===== src/rtl/sys_stack_pkg.sv =====
`timescale 1ns/1ps
package sys_stack_pkg;
  localparam int unsigned PTR_W   = 4;
  localparam int unsigned DEPTH   = 1 << PTR_W;
  localparam int unsigned SP_W    = PTR_W + 2;
  localparam int unsigned ERR_BIT = PTR_W;
  localparam int unsigned UNF_BIT = PTR_W + 1;

  typedef logic [SP_W-1:0] sp_t;
  typedef enum logic [2:0] {OP_IDLE, OP_SW, OP_PUSH, OP_PULL, OP_TOS} op_e;

  // Signed 3-bit step: +1/+2 when up, -1/-2 otherwise.
  function automatic logic [2:0] step_amount(input logic up, input logic dbl);
    if (up) step_amount = dbl ? 3'b010 : 3'b001;
    else    step_amount = dbl ? 3'b110 : 3'b111;
  endfunction

  // Pointer move with the flag bits catching the wrap.
  function automatic sp_t sp_step(input sp_t cur, input logic [2:0] delta);
    sp_t d;
    sp_t v;
    d = {{(SP_W-3){delta[2]}}, delta};
    v = {2'b00, cur[PTR_W-1:0]} + d;
    sp_step = {cur[ERR_BIT] ? cur[UNF_BIT] : v[UNF_BIT],
               cur[ERR_BIT] | v[ERR_BIT],
               v[PTR_W-1:0]};
  endfunction
endpackage


===== src/rtl/sys_stack_ptr.sv =====
`timescale 1ns/1ps
module sys_stack_ptr
  import sys_stack_pkg::*;
(
  input  logic clk,
  input  logic rst_n,
  input  op_e  op,
  input  logic dbl,
  input  sp_t  sw_val,
  output sp_t  sp_q,
  output logic exc_q
);
  sp_t  sp_nx;
  logic err_rise;

  always_comb begin
    unique case (op)
      OP_SW:   sp_nx = sw_val;
      OP_PUSH: sp_nx = sp_step(sp_q, step_amount(1'b1, dbl));
      OP_PULL: sp_nx = sp_step(sp_q, step_amount(1'b0, dbl));
      default: sp_nx = sp_q;
    endcase
  end

  assign err_rise = ~sp_q[ERR_BIT] & sp_nx[ERR_BIT];

  always_ff @(posedge clk) begin
    if (!rst_n) begin
      sp_q  <= '0;
      exc_q <= 1'b0;
    end else begin
      sp_q  <= sp_nx;
      exc_q <= err_rise;
    end
  end
endmodule


===== src/rtl/sys_stack_ram.sv =====
`timescale 1ns/1ps
module sys_stack_ram #(
  parameter int unsigned DEPTH = 16,
  parameter int unsigned HI_W  = 16,
  parameter int unsigned LO_W  = 16,
  localparam int unsigned IDX_W = $clog2(DEPTH)
) (
  input  logic             clk,
  input  logic             rst_n,
  input  logic             we_a,
  input  logic [IDX_W-1:0] idx_a,
  input  logic [HI_W-1:0]  hi_a,
  input  logic [LO_W-1:0]  lo_a,
  input  logic             we_b,
  input  logic [IDX_W-1:0] idx_b,
  input  logic [HI_W-1:0]  hi_b,
  input  logic [LO_W-1:0]  lo_b,
  input  logic [IDX_W-1:0] rd_idx,
  output logic [HI_W-1:0]  rd_hi,
  output logic [LO_W-1:0]  rd_lo
);
  logic [HI_W-1:0] ent_hi [DEPTH];
  logic [LO_W-1:0] ent_lo [DEPTH];

  for (genvar g = 0; g < DEPTH; g++) begin : g_ent
    localparam logic [IDX_W-1:0] MY_IDX = IDX_W'(g);
    logic hit_a, hit_b;
    assign hit_a = we_a && (idx_a == MY_IDX);
    assign hit_b = we_b && (idx_b == MY_IDX);
    always_ff @(posedge clk) begin
      if (!rst_n) begin
        ent_hi[g] <= '0;
        ent_lo[g] <= '0;
      end else if (hit_b) begin
        ent_hi[g] <= hi_b;
        ent_lo[g] <= lo_b;
      end else if (hit_a) begin
        ent_hi[g] <= hi_a;
        ent_lo[g] <= lo_a;
      end
    end
  end

  assign rd_hi = ent_hi[rd_idx];
  assign rd_lo = ent_lo[rd_idx];
endmodule


===== src/rtl/sys_stack.sv =====
`timescale 1ns/1ps
module sys_stack
  import sys_stack_pkg::*;
#(
  parameter int unsigned HI_W = 16,
  parameter int unsigned LO_W = 16,
  parameter int unsigned RD_W = 24
) (
  input  logic            clk,
  input  logic            rst_n,
  input  logic            push_i,
  input  logic            pull_i,
  input  logic            dbl_i,
  input  logic            tos_wr_i,
  input  logic [HI_W-1:0] wr_hi_i,
  input  logic [LO_W-1:0] wr_lo_i,
  input  logic [HI_W-1:0] wr2_hi_i,
  input  logic [LO_W-1:0] wr2_lo_i,
  input  logic            sw_wr_i,
  input  logic [RD_W-1:0] sw_wdata_i,
  output logic [HI_W-1:0] top_hi_o,
  output logic [LO_W-1:0] top_lo_o,
  output logic [RD_W-1:0] sp_rd_o,
  output logic            exc_o
);
  localparam logic [PTR_W-1:0] ONE = PTR_W'(1);
  localparam logic [PTR_W-1:0] TWO = PTR_W'(2);

  op_e              op;
  sp_t              sp_q;
  logic [PTR_W-1:0] ptr;
  logic             we_a, we_b;
  logic [PTR_W-1:0] idx_a, idx_b;
  logic             unused_wdata;

  // Request priority: software load, push, pull, top write.
  always_comb begin
    if (sw_wr_i)       op = OP_SW;
    else if (push_i)   op = OP_PUSH;
    else if (pull_i)   op = OP_PULL;
    else if (tos_wr_i) op = OP_TOS;
    else               op = OP_IDLE;
  end

  sys_stack_ptr u_ptr (
    .clk    (clk),
    .rst_n  (rst_n),
    .op     (op),
    .dbl    (dbl_i),
    .sw_val (sw_wdata_i[SP_W-1:0]),
    .sp_q   (sp_q),
    .exc_q  (exc_o)
  );

  assign ptr   = sp_q[PTR_W-1:0];
  assign we_a  = (op == OP_PUSH) || (op == OP_TOS);
  assign idx_a = (op == OP_TOS) ? ptr : ptr + ONE;
  assign we_b  = (op == OP_PUSH) && dbl_i;
  assign idx_b = ptr + TWO;

  sys_stack_ram #(.DEPTH(DEPTH), .HI_W(HI_W), .LO_W(LO_W)) u_ram (
    .clk    (clk),
    .rst_n  (rst_n),
    .we_a   (we_a),
    .idx_a  (idx_a),
    .hi_a   (wr_hi_i),
    .lo_a   (wr_lo_i),
    .we_b   (we_b),
    .idx_b  (idx_b),
    .hi_b   (wr2_hi_i),
    .lo_b   (wr2_lo_i),
    .rd_idx (ptr),
    .rd_hi  (top_hi_o),
    .rd_lo  (top_lo_o)
  );

  assign sp_rd_o      = {{(RD_W-SP_W){1'b0}}, sp_q};
  assign unused_wdata = ^sw_wdata_i[RD_W-1:SP_W];
endmodule


===== config.mk =====
export PLATFORM = sky130hd
export DESIGN_NAME = sys_stack
export DESIGN_NICKNAME = d
export VERILOG_FILES = /design/src/rtl/sys_stack_pkg.sv /design/src/rtl/sys_stack_ptr.sv /design/src/rtl/sys_stack_ram.sv /design/src/rtl/sys_stack.sv
export SDC_FILE = /design/constraint.sdc
export NUM_CORES = 1
export LEC_CHECK = 0
export BUFFER_PORTS_ARGS = -buffer_cell sky130_fd_sc_hd__clkbuf_2
export CAP_MARGIN = 30
export CORE_UTILIZATION = 32
export DETAILED_ROUTE_END_ITERATION = 10
export GPL_TIMING_DRIVEN = 0
export PLACE_DENSITY_LB_ADDON = 0.12
export SYNTH_ARGS = -nofsm -noshare
export SYNTH_HDL_FRONTEND = slang
export SYNTH_SLANG_ARGS = --single-unit

===== constraint.sdc =====
create_clock -name clk -period 8.7 [get_ports clk]
set_input_delay 1.74 -clock clk [delete_from_list [all_inputs] [get_ports clk]]
set_output_delay 1.74 -clock clk [all_outputs]
set_load 0.05 [all_outputs]

Yosys cells after proc, flatten, opt, wreduce, memory -nomap -nowiden
Memory sizes are Yosys's and may differ from the RTL's. A register that Yosys moved wholly into a read port is not among the register bits.
Cells that the tools add are included.

operators by class
  add/subtract/negate cells = 4
  equality and inequality tests = 36
  multiplexer cells = 193
  bitwise operators = 68
  reduce and logical (&&, ||, !) cells = 38

operators by type and width
  operator                                                                number
  16-bit 2-to-1 mux                                                       64
  1-bit 2-to-1 mux                                                        116
  1-bit OR                                                                66
  4-bit equality test (second input constant)                             16
  1-bit logical AND                                                       33
  4-bit by 3-bit equality test with 1-bit output (second input constant)  8
  4-bit 2-to-1 mux                                                        5
  3-bit 2-to-1 mux                                                        6
  6-bit case mux with 3 select lines                                      1
  4-bit by 2-bit equality test with 1-bit output (second input constant)  4
  5-bit by 3-bit adder with 6-bit output                                  2
  4-bit by 1-bit equality test with 1-bit output (second input constant)  2
  4-bit zero test                                                         2
  3-bit by 2-bit equality test with 1-bit output (second input constant)  2
  4-bit by 1-bit adder with 4-bit output (second input constant)          1
  4-bit by 2-bit adder with 4-bit output (second input constant)          1
  2-bit != test (second input constant)                                   2
  3-bit by 1-bit equality test with 1-bit output (second input constant)  1
  3-bit equality test (second input constant)                             1
  3-bit AND reduction                                                     1
  3-bit nonzero test                                                      1
  2-bit 2-to-1 mux                                                        1
  1-bit AND                                                               1
  1-bit logical OR                                                        1
  1-bit NOT                                                               1

storage, ports and cells
  register bits after elaboration = 7
  RAM bits = 512
  input bits = 95
  output and inout port bits = 57
  word-level logic and storage cells = 345
  memories = 2

memories
  name          depth  bits a word  read ports  clocked after memory_dff  wr ports  RTL line             RTL
  u_ram.ent_hi  16     16           1           1                         16        sys_stack_ram.sv:22  logic [HI_W-1:0] ent_hi [DEPTH];
  u_ram.ent_lo  16     16           1           1                         16        sys_stack_ram.sv:23  logic [LO_W-1:0] ent_lo [DEPTH];

Logic depth before layout (Yosys ltp)
  word-level depth = 13
  gate-level depth with buffers = 9
  depth with buffers taken out = 8

Cells and area by module
A second synthesis with hierarchy kept.

second synthesis, totals
  cells, all modules = 1750
  area, all modules = 26381.6 um^2

modules (own cells, without submodules)
  module         instances  cells an instance  area an instance (um^2)  sequential area each (um^2)
  sys_stack_ram  1          1643               25553.3                  15374.7
  sys_stack_ptr  1          69                 551.8                    140.1
  sys_stack      1          38                 276.5                    0.0

Worst setup path after synthesis
OpenSTA, ideal clock, no wires.

  path kind = input-to-reg
  from = input port pull_i
  to = memory u_ram.ent_hi[12][0], enable pin
  setup time = 0.533 ns
  data arrival time = 6.661 ns
  required time = 8.167 ns
  setup slack = 1.506 ns
  cell stages on the path = 7
  path buffers = 3
  cell sequence = buf_4 nor4b_4 buf_6 o21a_1 buf_4 o22ai_1 o311ai_0

RTL lines
  item             RTL line             RTL
  start, declared  sys_stack.sv:12      input logic pull_i,
  end, declared    sys_stack_ram.sv:22

==> impl_metrics.env <==
export IMPL_synth_seq_area_share_pct=55.06
export IMPL_post_place_cells=3564
export IMPL_first_global_vias=23450
export IMPL_ant_nets=0
export IMPL_grt_pass1_wl_mm=171.3
export IMPL_number_of_filler_cells_placed_in_the_layout=8401
export IMPL_finalSetupViolations=0
export IMPL_cts_clk_slew_worst_paths_ns=0.05
export IMPL_firstDrtPassIters=8
export IMPL_worst_max_slew_pin_slew_ns=1.039
export IMPL_total_global_route_track_usage_pct=26.63
export IMPL_wl_per_cell_um=32.95
export IMPL_route_detailed_drc=0
export IMPL_syn_area_um2=28320
export IMPL_drt_iter0_markers=3309
export IMPL_timing_rr_start="u_ptr.sp_q[2]"
export IMPL_synth_adder_area_share_pct=0.5124
export IMPL_status="finished, final reports clean"
export IMPL_overflow=0
export IMPL_power_density_nw_per_um2=197.4
export IMPL_synth_compound_gate_area_share_pct=16.15
export IMPL_grt_max_degree=21
export IMPL_grt_setup_unrepaired="no"
export IMPL_io_pins=152
export IMPL_clockRootBuffer="sky130_fd_sc_hd__clkbuf_16"
export IMPL_fin_worst_hold_slack_ns=0.5213
export IMPL_starting_density_of_the_core_pct=32.50
export IMPL_final_instance_count_excl_fill=3680
export IMPL_critical_path_sink_type="primary output"
export IMPL_setup_worst_path_class="reg2out"
export IMPL_synthArstFlopShare_pct=0
export IMPL_hold_start="u_ptr.sp_q[4]"
export IMPL_synth_top_cells_by_area="sky130_fd_sc_hd__edfxtp_1 (54%), sky130_fd_sc_hd__mux4_2 (13%), sky130_fd_sc_hd__a32o_1 (6.8%)"
export IMPL_synth_flop_cell="sky130_fd_sc_hd__edfxtp_1"
export IMPL_synth_top_family_by_area="compound AO/OA/AOI/OAI gates"
export IMPL_fp_row_count=108
export IMPL_leakage_nw=10.51
export IMPL_synth_edf_count=512
export IMPL_dp_final_hpwl_mm=93.06
export IMPL_yosysWarningCount=0
export IMPL_synth_seq_cells=523
export IMPL_post_synth_and_or_nand_nor_area_fraction_pct=9.846
export IMPL_worst_slew_margin_rel_pct=30.46
export IMPL_avgViaCountPerCell=6.301
export IMPL_max_cap_violations=0
export IMPL_cts_sinks=523
export IMPL_cts_post_setup_buffers_inserted=0
export IMPL_post_synth_top_area_fraction_pct=54.28
export IMPL_finish_net_count=2578
export IMPL_synth_distinct_cells=64
export IMPL_timing_max_transition_violations_final=0
export IMPL_finalClockSkew_ns=0.02534
export IMPL_post_synth_xor_area_fraction_pct=0.1193
export IMPL_power_ir_vdd_worst_v=0.0001615
export IMPL_placeableCoreArea_um2=87160
export IMPL_h_tree_depth=2
export IMPL_ctsResizeCount=0
export IMPL_layout_cell_area_non_filler_um2=33260
export IMPL_post_dp_cell_area_um2=31360
export IMPL_fin_crit_sh_pct=64.45
export IMPL_synth_largest_area_cell="sky130_fd_sc_hd__edfxtp_1"
export IMPL_crit_arrival_ns=3.87
export IMPL_number_of_antenna_violations_at_the_first_check_in_global_routing=7
export IMPL_cts_hold_buffers=0
export IMPL_routed_via_count=23190
export IMPL_postSynthCellCount=2210
export IMPL_timing_final_hold_violations=0
export IMPL_crit_required_ns=6.96
export IMPL_die_width_um=299.5
export IMPL_timing_final_crit_period_ns=5.607
export IMPL_critPathLaunchType="flop"
export IMPL_floorplan_die_area_um2=89710
export IMPL_gpl_final_weighted_congestion=0.9237
export IMPL_clock_path_buffers=3
export IMPL_aggregate_routed_wire_length_mm=121.2
export IMPL_proportion_of_synthesized_area_in_mux_cells_pct=12.93
export IMPL_fin_tns_setup_ns=0
export IMPL_max_freq_mhz=178.3
export IMPL_clock_tree_from_tritoncts="yes"
export IMPL_avgSynthCellArea_um2=12.82
export IMPL_syn2layout_area_growth_pct=17.43
export IMPL_clock_insertion_delay_at_the_later_pin_of_the_skew_report_ns=0.66
export IMPL_port_buffers=113
export IMPL_floorplan_die_height_um=299.5
export IMPL_number_of_buffers_created_by_cts=60
export IMPL_top_fanout_value_on_the_critical_path=10
export IMPL_final_layout_size_suffix_gt1_share_pct=21.59
export IMPL_worst_hold_path_type="reg2reg"
sequential cells by signal (all words and copies together) (netlist names), named ones only:
signal,flops
u_ram.ent_hi,256
u_ptr.exc_q,1
u_ptr.sp_q,6
u_ram.ent_lo,256
per-stage QoR:
stage	utilization [%]	worst slack, ns	power (W)
detailed placement	35.98	3.173	0.004109
global placement	34.88	-4.120	0.004057
floorplan	-	1.506	0.003619
global route	38.15	3.040	0.006727
finish	38.16	3.093	0.006565
CTS	38.14	3.051	0.006568
worst max-delay path, cell delays in order, from the launching register on:
cell and delay, ns:
sky130_fd_sc_hd__dfxtp_1 0.38, sky130_fd_sc_hd__clkbuf_1 0.74, sky130_fd_sc_hd__clkbuf_1 0.82, sky130_fd_sc_hd__mux4_2 0.48, sky130_fd_sc_hd__mux4_2 0.53, sky130_fd_sc_hd__clkbuf_2 0.26
metal layers:
metal,wire (um),up-vias,track usage (%)
li1,-,9634,-
met1,47250,11760,34.75
met2,56760,1510,42.98
met3,12880,276,6.538
met4,4224,4,9.487
met5,128,-,0
cell families (layout without fill, tap and decap cells):
group	Yosys count	count (layout)
other cells	1	23
xor+xnor	3	3
flops	523	523
buf+inv	348	641
fa+ha+maj	11	11
compound gates	596	596
simple gates	563	563
mux	165	165
cell usage after synthesis, types with 4 or more instances:
cell type	instances
sky130_fd_sc_hd__edfxtp_1	512
sky130_fd_sc_hd__nand2_1	275
sky130_fd_sc_hd__clkbuf_1	241
sky130_fd_sc_hd__a32o_1	192
sky130_fd_sc_hd__mux4_2	160
sky130_fd_sc_hd__nand4_1	129
sky130_fd_sc_hd__o21ai_0	109
sky130_fd_sc_hd__nand3_1	104
sky130_fd_sc_hd__o31ai_1	102
sky130_fd_sc_hd__o22ai_1	97
sky130_fd_sc_hd__buf_2	53
sky130_fd_sc_hd__o221ai_1	36
sky130_fd_sc_hd__buf_4	28
sky130_fd_sc_hd__o21ai_1	26
sky130_fd_sc_hd__buf_1	11
sky130_fd_sc_hd__dfxtp_1	11
sky130_fd_sc_hd__ha_1	10
sky130_fd_sc_hd__inv_1	9
sky130_fd_sc_hd__nor2_1	9
sky130_fd_sc_hd__o211ai_1	7
sky130_fd_sc_hd__buf_6	6
sky130_fd_sc_hd__o21bai_1	6
sky130_fd_sc_hd__nand2b_1	5
sky130_fd_sc_hd__or3_1	5
sky130_fd_sc_hd__and2_1	4
sky130_fd_sc_hd__nor3_2	4
sky130_fd_sc_hd__nor4_2	4
area by class of cell:
| cell class | instances | area [um2] | area share (%) |
|---|---|---|---|
| flip-flops and latches | 523 | 15600 | 46.89 |
| inverters | 9 | 33.78 | 0.1016 |
| repair buffers | 183 | 1384 | 4.160 |
| well taps | 1155 | 1445 | 4.345 |
| diodes | 5 | 12.51 | 0.03762 |
| clock buffers | 74 | 1575 | 4.736 |
| multi-input cells | 1356 | 11420 | 34.34 |
| clock inverters | 36 | 302.8 | 0.9103 |
| plain buffers | 339 | 1491 | 4.484 |
path summary, 6_finish.rpt:
check | endpoint | slack [ns] | cells after the start
max | top_hi_o[9] | 3.09 | 5
min | u_ptr.exc_q | 0.52 | 1
max reg2reg | u_ram.ent_lo[4][12] | 4.24 | 9
min reg2reg | u_ptr.exc_q | 0.52 | 1
cells in the final DEF (no fill, tap or decap), types with 5 or more instances in the layout:
cell                        count
sky130_fd_sc_hd__o22ai_1       96
sky130_fd_sc_hd__nor4_2         5
sky130_fd_sc_hd__o31ai_1      102
sky130_fd_sc_hd__ha_1          10
sky130_fd_sc_hd__clkinv_1      17
sky130_fd_sc_hd__dfxtp_1       11
sky130_fd_sc_hd__buf_1         12
sky130_fd_sc_hd__clkbuf_16     61
sky130_fd_sc_hd__clkinv_2      11
sky130_fd_sc_hd__o21ai_1       26
sky130_fd_sc_hd__nor3_2         5
sky130_fd_sc_hd__clkbuf_2     115
sky130_fd_sc_hd__edfxtp_1     512
sky130_fd_sc_hd__conb_1        18
sky130_fd_sc_hd__nand3_1      104
sky130_fd_sc_hd__o221ai_1      32
sky130_fd_sc_hd__clkbuf_1     252
sky130_fd_sc_hd__buf_8         13
sky130_fd_sc_hd__nand4_1      129
sky130_fd_sc_hd__o21bai_4       5
sky130_fd_sc_hd__nor2_1         9
sky130_fd_sc_hd__or3_1          5
sky130_fd_sc_hd__nand2_1      275
sky130_fd_sc_hd__buf_4         56
sky130_fd_sc_hd__o21ai_0      109
sky130_fd_sc_hd__buf_6         23
sky130_fd_sc_hd__nand2b_1       5
sky130_fd_sc_hd__diode_2        5
sky130_fd_sc_hd__o211ai_1       7
sky130_fd_sc_hd__buf_12         9
sky130_fd_sc_hd__inv_1          9
sky130_fd_sc_hd__buf_2         53
sky130_fd_sc_hd__mux4_2       160
sky130_fd_sc_hd__a32o_1       192
report_power, final:
part	switching, W	total (W)	internal [W]
clock network	0.00109	0.00249	0.00140
logic	0.000822	0.00115	0.000331
registers	0.0000374	0.00292	0.00289
total	0.00195	0.00657	0.00461
(Power assumes the default switching activity.)
